`config.mk`:
```
export PLATFORM = sky130hd
export DESIGN_NAME = can_fault_conf
export DESIGN_NICKNAME = d
export VERILOG_FILES = /design/src/rtl/can_fc_pkg.sv /design/src/rtl/can_fc_errcnt.sv /design/src/rtl/can_fc_recover.sv /design/src/rtl/can_fc_ctrl.sv /design/src/rtl/can_fault_conf.sv
export SDC_FILE = /design/constraint.sdc
export NUM_CORES = 1
export LEC_CHECK = 0
export ABC_CLOCK_PERIOD_IN_PS = 6500
export BUFFER_PORTS_ARGS = -buffer_cell sky130_fd_sc_hd__buf_2
export CAP_MARGIN = 20
export CORE_UTILIZATION = 30
export CTS_CLUSTER_SIZE = 20
export DETAILED_ROUTE_END_ITERATION = 7
export SYNTH_ARGS = -nofsm -noshare
export SYNTH_HDL_FRONTEND = slang
export SYNTH_SLANG_ARGS = --single-unit
```
`constraint.sdc`:
```
create_clock -name clk -period 6.5 [get_ports clk]
set_input_delay 0 -clock clk [delete_from_list [all_inputs] [get_ports clk]]
set_output_delay 0 -clock clk [all_outputs]
set_load 0.02 [all_outputs]
```
`src/rtl/can_fc_pkg.sv`:
```
package can_fc_pkg;

   typedef enum logic [1:0] {
      FC_ACTIVE  = 2'b00,
      FC_PASSIVE = 2'b01,
      FC_BUSOFF  = 2'b10
   } fc_state_e;

endpackage

```
`src/rtl/can_fc_errcnt.sv`:
```
// Saturating up/down error counter slice. SATURATE selects the overflow
// behaviour: clamp to all ones, or keep the present value.
module can_fc_errcnt #(
   parameter int W        = 8,
   parameter int BIG_STEP = 8,
   parameter bit SATURATE = 1'b1
) (
   input  logic         clk,
   input  logic         rst_n,
   input  logic         inc_big_i,
   input  logic         inc_one_i,
   input  logic         dec_i,
   input  logic         freeze_i,
   input  logic         clear_i,
   input  logic         load_i,
   input  logic [W-1:0] load_val_i,
   output logic [W-1:0] q_o,
   output logic [W-1:0] step_o,
   output logic         ovf_o
);

   localparam logic [W:0] MAX_V = {1'b0, {W{1'b1}}};
   localparam logic [W:0] BIG_V = (W+1)'(BIG_STEP);
   localparam logic [W:0] ONE_V = (W+1)'(1);

   if (W < 2) begin : g_bad_width
      $error("can_fc_errcnt: W must be at least 2");
   end
   if (BIG_STEP < 1 || BIG_STEP >= (1 << W)) begin : g_bad_step
      $error("can_fc_errcnt: BIG_STEP out of range");
   end

   logic [W-1:0] q;
   logic [W:0]   sum;
   logic [W-1:0] ovf_val;
   logic         incr;

   assign incr = inc_big_i | inc_one_i;
   assign sum  = {1'b0, q} + (inc_big_i ? BIG_V : ONE_V);

   if (SATURATE) begin : g_clamp
      assign ovf_val = {W{1'b1}};
   end else begin : g_hold
      assign ovf_val = q;
   end

   always_comb begin
      ovf_o  = 1'b0;
      step_o = q;
      if (incr) begin
         if (sum > MAX_V) begin
            ovf_o  = 1'b1;
            step_o = ovf_val;
         end else begin
            step_o = sum[W-1:0];
         end
      end else if (dec_i && q != '0) begin
         step_o = q - W'(1);
      end
   end

   always_ff @(posedge clk) begin
      if (!rst_n || clear_i) begin
         q <= '0;
      end else if (load_i) begin
         q <= load_val_i;
      end else if (!freeze_i) begin
         q <= step_o;
      end
   end

   assign q_o = q;

endmodule

```
`src/rtl/can_fc_recover.sv`:
```
// Counts recessive-run pulses while enabled; done fires on the last one.
module can_fc_recover #(
   parameter int COUNT = 128
) (
   input  logic clk,
   input  logic rst_n,
   input  logic en_i,
   input  logic pulse_i,
   output logic done_o
);

   localparam int CW = (COUNT > 2) ? $clog2(COUNT) : 1;
   localparam logic [CW-1:0] LAST = CW'(COUNT - 1);

   if (COUNT < 2) begin : g_bad_count
      $error("can_fc_recover: COUNT must be at least 2");
   end

   logic [CW-1:0] cnt;

   assign done_o = en_i && pulse_i && (cnt == LAST);

   always_ff @(posedge clk) begin
      if (!rst_n || !en_i || done_o) begin
         cnt <= '0;
      end else if (pulse_i) begin
         cnt <= cnt + CW'(1);
      end
   end

endmodule

```
`src/rtl/can_fc_ctrl.sv`:
```
// Fault-confinement state register and transition pulses.
module can_fc_ctrl
   import can_fc_pkg::*;
#(
   parameter int W     = 8,
   parameter int LIMIT = 127
) (
   input  logic         clk,
   input  logic         rst_n,
   input  logic [W-1:0] tx_step_i,
   input  logic [W-1:0] rx_step_i,
   input  logic         tx_ovf_i,
   input  logic         recov_done_i,
   output fc_state_e    state_o,
   output logic         rx_load_o,
   output logic         clear_o,
   output logic         irq_passive_o,
   output logic         irq_busoff_o,
   output logic         irq_active_o
);

   localparam logic [W-1:0] LIM_V = W'(LIMIT);

   fc_state_e state_q, state_d;
   logic      tx_hi, rx_hi;

   assign tx_hi   = tx_step_i > LIM_V;
   assign rx_hi   = rx_step_i > LIM_V;
   assign clear_o = recov_done_i;

   always_comb begin
      state_d   = state_q;
      rx_load_o = 1'b0;
      unique case (state_q)
         FC_ACTIVE: begin
            if (tx_ovf_i)            state_d = FC_BUSOFF;
            else if (tx_hi || rx_hi) state_d = FC_PASSIVE;
         end
         FC_PASSIVE: begin
            if (tx_ovf_i) begin
               state_d = FC_BUSOFF;
            end else if (!tx_hi && !rx_hi) begin
               state_d   = FC_ACTIVE;
               rx_load_o = 1'b1;
            end
         end
         FC_BUSOFF: begin
            if (recov_done_i) state_d = FC_ACTIVE;
         end
         default: state_d = FC_ACTIVE;
      endcase
   end

   always_ff @(posedge clk) begin
      if (!rst_n) begin
         state_q       <= FC_ACTIVE;
         irq_passive_o <= 1'b0;
         irq_busoff_o  <= 1'b0;
         irq_active_o  <= 1'b0;
      end else begin
         state_q       <= state_d;
         irq_passive_o <= (state_d != state_q) && (state_d == FC_PASSIVE);
         irq_busoff_o  <= (state_d != state_q) && (state_d == FC_BUSOFF);
         irq_active_o  <= (state_d != state_q) && (state_d == FC_ACTIVE);
      end
   end

   assign state_o = state_q;

endmodule

```
`src/rtl/can_fault_conf.sv`:
```
module can_fault_conf
   import can_fc_pkg::*;
#(
   parameter int CNT_W         = 8,
   parameter int ERR_STEP      = 8,
   parameter int PASSIVE_LIMIT = 127,
   parameter int RX_RELOAD     = 119,
   parameter int RECOVER_COUNT = 128
) (
   input  logic             clk,
   input  logic             rst_n,
   input  logic             tx_err_i,
   input  logic             tx_ok_i,
   input  logic             rx_err_i,
   input  logic             rx_err_one_i,
   input  logic             rx_ok_i,
   input  logic             recess_run_i,
   output logic [CNT_W-1:0] tx_cnt_o,
   output logic [CNT_W-1:0] rx_cnt_o,
   output logic [1:0]       state_o,
   output logic             irq_passive_o,
   output logic             irq_busoff_o,
   output logic             irq_active_o
);

   localparam logic [CNT_W-1:0] RELOAD_V = CNT_W'(RX_RELOAD);

   if (PASSIVE_LIMIT < 1 || PASSIVE_LIMIT >= (1 << CNT_W) - 1) begin : g_bad_limit
      $error("can_fault_conf: PASSIVE_LIMIT out of range");
   end
   if (RX_RELOAD > PASSIVE_LIMIT || RX_RELOAD < 0) begin : g_bad_reload
      $error("can_fault_conf: RX_RELOAD must not exceed PASSIVE_LIMIT");
   end

   fc_state_e        state;
   logic             busoff, rx_load, clr, recov_done, tx_ovf, rx_ovf;
   logic [CNT_W-1:0] tx_step, rx_step;

   assign busoff = (state == FC_BUSOFF);

   can_fc_errcnt #(.W(CNT_W), .BIG_STEP(ERR_STEP), .SATURATE(1'b0)) u_tx (
      .clk        (clk),
      .rst_n      (rst_n),
      .inc_big_i  (tx_err_i),
      .inc_one_i  (1'b0),
      .dec_i      (tx_ok_i),
      .freeze_i   (busoff),
      .clear_i    (clr),
      .load_i     (1'b0),
      .load_val_i ('0),
      .q_o        (tx_cnt_o),
      .step_o     (tx_step),
      .ovf_o      (tx_ovf)
   );

   can_fc_errcnt #(.W(CNT_W), .BIG_STEP(ERR_STEP), .SATURATE(1'b1)) u_rx (
      .clk        (clk),
      .rst_n      (rst_n),
      .inc_big_i  (rx_err_i),
      .inc_one_i  (rx_err_one_i),
      .dec_i      (rx_ok_i),
      .freeze_i   (busoff),
      .clear_i    (clr),
      .load_i     (rx_load),
      .load_val_i (RELOAD_V),
      .q_o        (rx_cnt_o),
      .step_o     (rx_step),
      .ovf_o      (rx_ovf)
   );

   can_fc_recover #(.COUNT(RECOVER_COUNT)) u_rec (
      .clk     (clk),
      .rst_n   (rst_n),
      .en_i    (busoff),
      .pulse_i (recess_run_i),
      .done_o  (recov_done)
   );

   can_fc_ctrl #(.W(CNT_W), .LIMIT(PASSIVE_LIMIT)) u_ctrl (
      .clk           (clk),
      .rst_n         (rst_n),
      .tx_step_i     (tx_step),
      .rx_step_i     (rx_step),
      .tx_ovf_i      (tx_ovf & ~busoff),
      .recov_done_i  (recov_done),
      .state_o       (state),
      .rx_load_o     (rx_load),
      .clear_o       (clr),
      .irq_passive_o (irq_passive_o),
      .irq_busoff_o  (irq_busoff_o),
      .irq_active_o  (irq_active_o)
   );

   assign state_o = state;

   logic unused_ok;
   assign unused_ok = rx_ovf;

endmodule

```
Yosys cells after proc, flatten, opt, wreduce, memory -nomap -nowiden
Index checks and enable logic that the tools add are counted.
{"block": "totals", "input_bits": 8, "wordCells": 69, "output_inout_bits": 21, "register_bits": 28}
{"block": "classes", "n_reduce_logical": 21, "bitwise": 3, "add_sub_neg": 5, "muxes": 21, "n_eq_ne": 7, "n_lt_le_gt_ge": 4}
{"cell": "8-bit 2-to-1 mux", "count": 6}
{"cell": "9-bit by 8-bit > comparator with 1-bit output (second input constant)", "count": 2}
{"cell": "8-bit by 7-bit > comparator with 1-bit output (second input constant)", "count": 2}
{"cell": "8-bit nonzero test", "count": 2}
{"cell": "8-bit by 1-bit subtractor with 8-bit output (second input constant)", "count": 2}
{"cell": "7-bit 2-to-1 mux", "count": 2}
{"cell": "2-bit 2-to-1 mux", "count": 5}
{"cell": "8-bit by 4-bit adder with 9-bit output", "count": 1}
{"cell": "8-bit by 9-bit adder with 9-bit output", "count": 1}
{"cell": "1-bit logical AND", "count": 8}
{"cell": "4-bit 2-to-1 mux", "count": 2}
{"cell": "7-bit by 1-bit adder with 7-bit output (second input constant)", "count": 1}
{"cell": "7-bit == test (second input constant)", "count": 1}
{"cell": "2-bit one-hot mux with 3 select lines", "count": 1}
{"cell": "1-bit 2-to-1 mux", "count": 5}
{"cell": "2-bit by 1-bit == test with 1-bit output (second input constant)", "count": 2}
{"cell": "2-bit == test (second input constant)", "count": 2}
{"cell": "1-bit logical NOT", "count": 4}
{"cell": "2-bit logical NOT", "count": 2}
{"cell": "1-bit logical OR", "count": 4}
{"cell": "2-bit by 1-bit != test with 1-bit output (second input constant)", "count": 1}
{"cell": "2-bit != test", "count": 1}
{"cell": "2-bit OR reduction", "count": 1}
{"cell": "1-bit AND", "count": 1}
{"cell": "other kinds (2)", "count": 2}

Logic depth before layout (Yosys ltp)
{"block": "logic_depth", "ltp_word": 13, "depth_mapped": 9, "mapped_depth_nobuf": 9}

Hierarchy
Synthesis repeated with hierarchy kept, for this count alone.
{"block": "hier_totals", "cells_unflattened": 329, "area_unflattened_um2": 2543.7}
{"module": "can_fc_errcnt at u_tx", "cells_each": 138, "area_per_inst_um2": 1036.0, "seq_area_each_um2": 160.2, "n_inst": 1}
{"module": "can_fc_errcnt at u_rx", "cells_each": 132, "area_per_inst_um2": 965.9, "seq_area_each_um2": 160.2, "n_inst": 1}
{"module": "can_fc_recover", "cells_each": 37, "area_per_inst_um2": 325.3, "seq_area_each_um2": 140.1, "n_inst": 1}
{"module": "can_fc_ctrl", "cells_each": 18, "area_per_inst_um2": 186.4, "seq_area_each_um2": 100.1, "n_inst": 1}
{"module": "can_fault_conf", "cells_each": 4, "area_per_inst_um2": 30.0, "seq_area_each_um2": 0.0, "n_inst": 1}

Least setup slack after synthesis
OpenSTA, ideal clock, no wires.
{"block": "synth_path", "path_type": "register -> register", "startpoint": "reg u_tx.q[3] (netlist: u_tx.q_o[3])", "endpoint": "reg u_rx.q[0] (netlist: u_rx.q_o[0])", "required_time_ns": 6.409, "period_less_slack_ns": 2.561, "setup_time_ns": 0.091, "stages_incl_launch_ff": 8, "path_slack_ns": 3.939, "arrival_ns": 2.470, "n_path_buf": 0, "cell_sequence": "dfxtp_1 ha_1 a31o_2 a2111oi_2 o21ai_2 a211oi_4 nand4b_4 a311oi_1"}
{"block": "synth_via", "elab_chain_cells": 11, "elab_cells_between_ends": 19, "classes_between": "2 x add/sub; 2 x order compare; 1 x eq/ne; 9 x mux; 1 x bitwise; 4 x reduce/logical"}
{"element": "start: declaration", "line": "can_fc_errcnt.sv:33", "source": "logic [W-1:0] q;"}
{"element": "start signal: assignment", "line": "can_fc_errcnt.sv:66", "source": "q <= load_val_i;"}
{"element": "start signal: assignment", "line": "can_fc_errcnt.sv:68", "source": "q <= step_o;"}
{"element": "8-bit by 9-bit adder with 9-bit output / 8-bit nonzero test (equally long branches)", "line": "can_fc_errcnt.sv:39, can_fc_errcnt.sv:57"}
{"element": "9-bit by 8-bit > comparator with 1-bit output / 1-bit logical AND (equally long branches)", "line": "can_fc_errcnt.sv:51, can_fc_errcnt.sv:57"}
{"element": "8-bit 2-to-1 mux (on tied branches)", "line": "can_fc_errcnt.sv:51, can_fc_errcnt.sv:57"}
{"element": "8-bit 2-to-1 mux", "line": "can_fc_errcnt.sv:50", "source": "if (incr) begin"}
{"element": "8-bit by 7-bit > comparator with 1-bit output", "line": "can_fc_ctrl.sv:27", "source": "assign tx_hi = tx_step_i > LIM_V;"}
{"element": "1-bit logical NOT", "line": "can_fc_ctrl.sv:42", "source": "end else if (!tx_hi && !rx_hi) begin"}
{"element": "1-bit logical AND", "line": "can_fc_ctrl.sv:42"}
{"element": "1-bit 2-to-1 mux", "line": "can_fc_ctrl.sv:42"}
{"element": "1-bit 2-to-1 mux (*)", "line": "can_fc_ctrl.sv:40", "source": "if (tx_ovf_i) begin"}
{"element": "1-bit 2-to-1 mux (*)", "line": "can_fc_ctrl.sv:34", "source": "unique case (state_q)"}
{"element": "2-bit by 1-bit != test with 1-bit output (no source line) / 7-bit 2-to-1 mux (equally long branches)"}
{"element": "end signal: assignment", "line": "can_fc_errcnt.sv:66"}
{"element": "end signal: assignment", "line": "can_fc_errcnt.sv:68"}
{"element": "end: declaration", "line": "can_fc_errcnt.sv:33"}
Mark *: on every way between the ends. The rest lies on a longest branch, timed or not.
A chain may end at the register's enable or synchronous reset.

Worst setup path after layout
{"block": "layout_path", "startpoint": "reg u_tx.q[3] (netlist: u_tx.q_o[3])", "endpoint": "reg u_rx.q[1] (netlist: u_rx.q_o[1])"}
The elaborated chain is that of the path after synthesis.

==> flow_summary.ini <==
[clock_tree]
cts_resized = 0
cts_max_level = 1
cts_max_path_buffers = 2
clock-sinks = 28
path_clk_slew_ns = 0.09
root_buffer = clkbuf_8
cts_tree = yes
cts_buffers = 3
insertion_delay_ns = 0.27

[route]
via_per_inst = 5.399
ant_nets = 0
routed_wl_um = 4684
post_drt_wl_per_cell_um = 13.46
vias = 1879
drc_errors = 0
drtIter0Drc = 68
dr.pass1.iters = 4

[sta]
hold_slack_ns = 0.05697
maxSlewViolCount = 0
final_hold_viol_count = 0
rsz0062_at_grt = no
skew_ns = 0.002896
finalSetupViolCount = 0
period_needed_ns = 2.678
finalCritPeriodShare_pct = 41.20
tns_ns = 0
relSlewSlack_pct = 48.11
tightestPinTransition_ns = 0.7767
fmax_ghz = 0.3734

[power_and_ir_drop]
pwr-share-comb_pct = 37.5
clockPowerShare_pct = 20.1
power_density_nw_per_um2 = 239.5
power_switching_mw = 0.2079
pwr-share-seq_pct = 42.4
p_sw_share_pct = 38.86
cellInternalPower_mw = 0.3271
p_leak_nw = 0.8802
ir_worst_vdd_v = 0.0001033

[placed_design]
place_inst = 343
post-dp-hpwl_um = 3494
dpl_cell_area_um2 = 2168
port_buffers = 28
place_congestion = 0.8295

[synth]
syn_area_per_cell_um2 = 7.949
syn-instance-count = 249
syn-num-nets = 269
ys_ff_latch = 28
yosys.area.top_type = dfxtp_1
ys_async_sr_fraction_pct = 0
synth_top_area_share_pct = 28.32
yosys_warnings = 0
synth_edf_count = 0
ys.flop_type = dfxtp_1
synth_area_um2 = 1979
yosysSeqAreaShare_pct = 28.32
yosysUniqueCellTypes = 57
synth_area_leaders = dfxtp_1 28%, nor2_1 8.0%, ha_1 7.6%, a21oi_1 3.5%, a31oi_1 3.2%

[worst_setup_path]
crit_path_start_kind = register
cp-end-kind = register
cp_cell_sequence = ha_1 > a31o_2 > a2111oi_2 > o21ai_2 > a211oi_4 > nand4b_4 > a311oi_1
cp_top_family = compound AO/OA/AOI/OAI gates
worst-endpoint-required_ns = 6.69
reg2regPathDepth = 7
crit_buf_inv = 0
r2r_slack_ns = 3.82
critPathMaxFanout = 9
max_stage_delay_ns = 0.50
r2r_end = u_rx.q_o[1]
worstSetupPathType = reg -> reg
timing.rr.start = u_tx.q_o[3]
crit_cells = 7
slowest_stage = dfxtp_1
crit_arrival_ns = 2.86

[floorplan]
initial_utilization_pct = 31.17
core_area_um2 = 6350
io_pins = 29
rows = 29
dieArea_um2 = 6927
chipHeight_um = 83.23
die_w_um = 83.23

[finish]
fin_util_pct = 35.17
layout-drive-gt1-share_pct = 16.24
n_antenna_cell = 0
final_nets = 292
final_cell_area_um2 = 2233
final_cells = 348
area_growth_pct = 12.83

[global_routing]
grt_max_degree = 21
grt_pass1_vias = 1635
antenna_found_initial = 0
grt_pass1_wl_um = 7886
track_usage_pct = 13.56
grt_overflow = 0

[hold_path]
hold_class = in -> reg
min_from = recess_run_i
hold_end = u_rec.cnt[0]
holdPathStages = 3

[status]
status = finished clean

[flow_run]
maxCapViolCount = 0
## tightest hold or removal path, stage by stage
cell and delay [ns]:
buf_2 0.15, xnor2_1 0.08, nor2_1 0.07
## cell usage after synthesis, drive strengths merged (5+ instances only)
master,count
ha,12
a311oi,6
o21ai,12
a31oi,10
dfxtp,28
nand2,11
xnor2,6
nor3,7
clkbuf,9
nand2b,5
nand3,9
a21oi,15
nor2,42
inv,9
## registers in the layout, summed over array words and instances (netlist names), named ones only
register	count
u_ctrl.irq_active_o	1
u_ctrl.irq_busoff_o	1
u_ctrl.irq_passive_o	1
u_ctrl.state_o	2
u_rec.cnt	7
u_rx.q_o	7
u_tx.q_o	7
## worst max-delay path by stage
stage	from	end	slack (ns)
2_1_floorplan	u_tx.q_o[3]	u_rx.q_o[0]	3.94
3_3_place_gp	tx_err_i	u_rx.q_o[4]	3.92
3_5_place_dp	tx_err_i	u_rx.q_o[1]	3.80
4_1_cts	u_tx.q_o[3]	u_rx.q_o[1]	3.79
5_1_grt	u_tx.q_o[3]	u_rx.q_o[1]	3.59
6_report	u_tx.q_o[3]	u_rx.q_o[1]	3.82
## placed cells by master (no fill, tap or decap), types with 6 or more instances in the layout
master / instances
o21ai_0: 9
a31oi_1: 10
xnor2_1: 6
nor3_1: 7
nand2_1: 11
inv_1: 8
ha_1: 12
nor2_1: 42
dfxtp_1: 28
a21oi_1: 14
buf_2: 28
nand3_1: 9
## cells by family after synthesis
kind of cell / Yosys count / share of synthesized area (%)
xor+xnor: 10 / 4.425
compound gates: 68 / 24.34
simple gates: 107 / 29.33
buf+inv: 21 / 4.488
mux: 3 / 1.517
flops: 28 / 28.32
fa+ha+maj: 12 / 7.585
## routing by layer
| metal | GRT usage [%] | up-vias | part of all wire [%] |
|---|---|---|---|
| li1 | - | 972 | - |
| met1 | 18.55 | 872 | 49 |
| met2 | 23.03 | 31 | 47 |
| met3 | 1.392 | 4 | 3.7 |
| met4 | 2.821 | 0 | 0.60 |
| met5 | 0 | - | 0 |
## stage by stage
stage	setup WS (ns)	total power [mW]
final	3.822	0.5350
after global routing	3.587	0.5739
after CTS	3.788	0.5404
after detailed placement	3.801	0.4300
after global placement	3.921	0.4283
after floorplan	3.939	0.3804
## cell type report
| type | count | area [µm²] |
|---|---|---|
| fillers | 667 | 4116 |
| multi-input cells | 200 | 1330 |
| flip-flops and latches | 28 | 560.5 |
| repair buffers | 30 | 157.7 |
| well taps | 77 | 96.34 |
| clock buffers | 4 | 55.05 |
| inverters | 9 | 33.78 |
## power by group through the flow
stage                     clock (mW)  combinational (mW)  sequential [mW]
after floorplan                    0               0.148            0.233
after global placement             0               0.198            0.230
after detailed placement           0               0.199            0.231
after CTS                      0.113               0.201            0.227
after global routing           0.120               0.222            0.232
final                          0.107               0.201            0.227
## timing repair
item                                    4_1_cts  5_1_grt
setup buffers                                 0        0
hold endpoints to repair                      1        0
hold buffers                                  1        0
endpoints found under the setup margin        0        0
(Power assumes the default switching activity.)
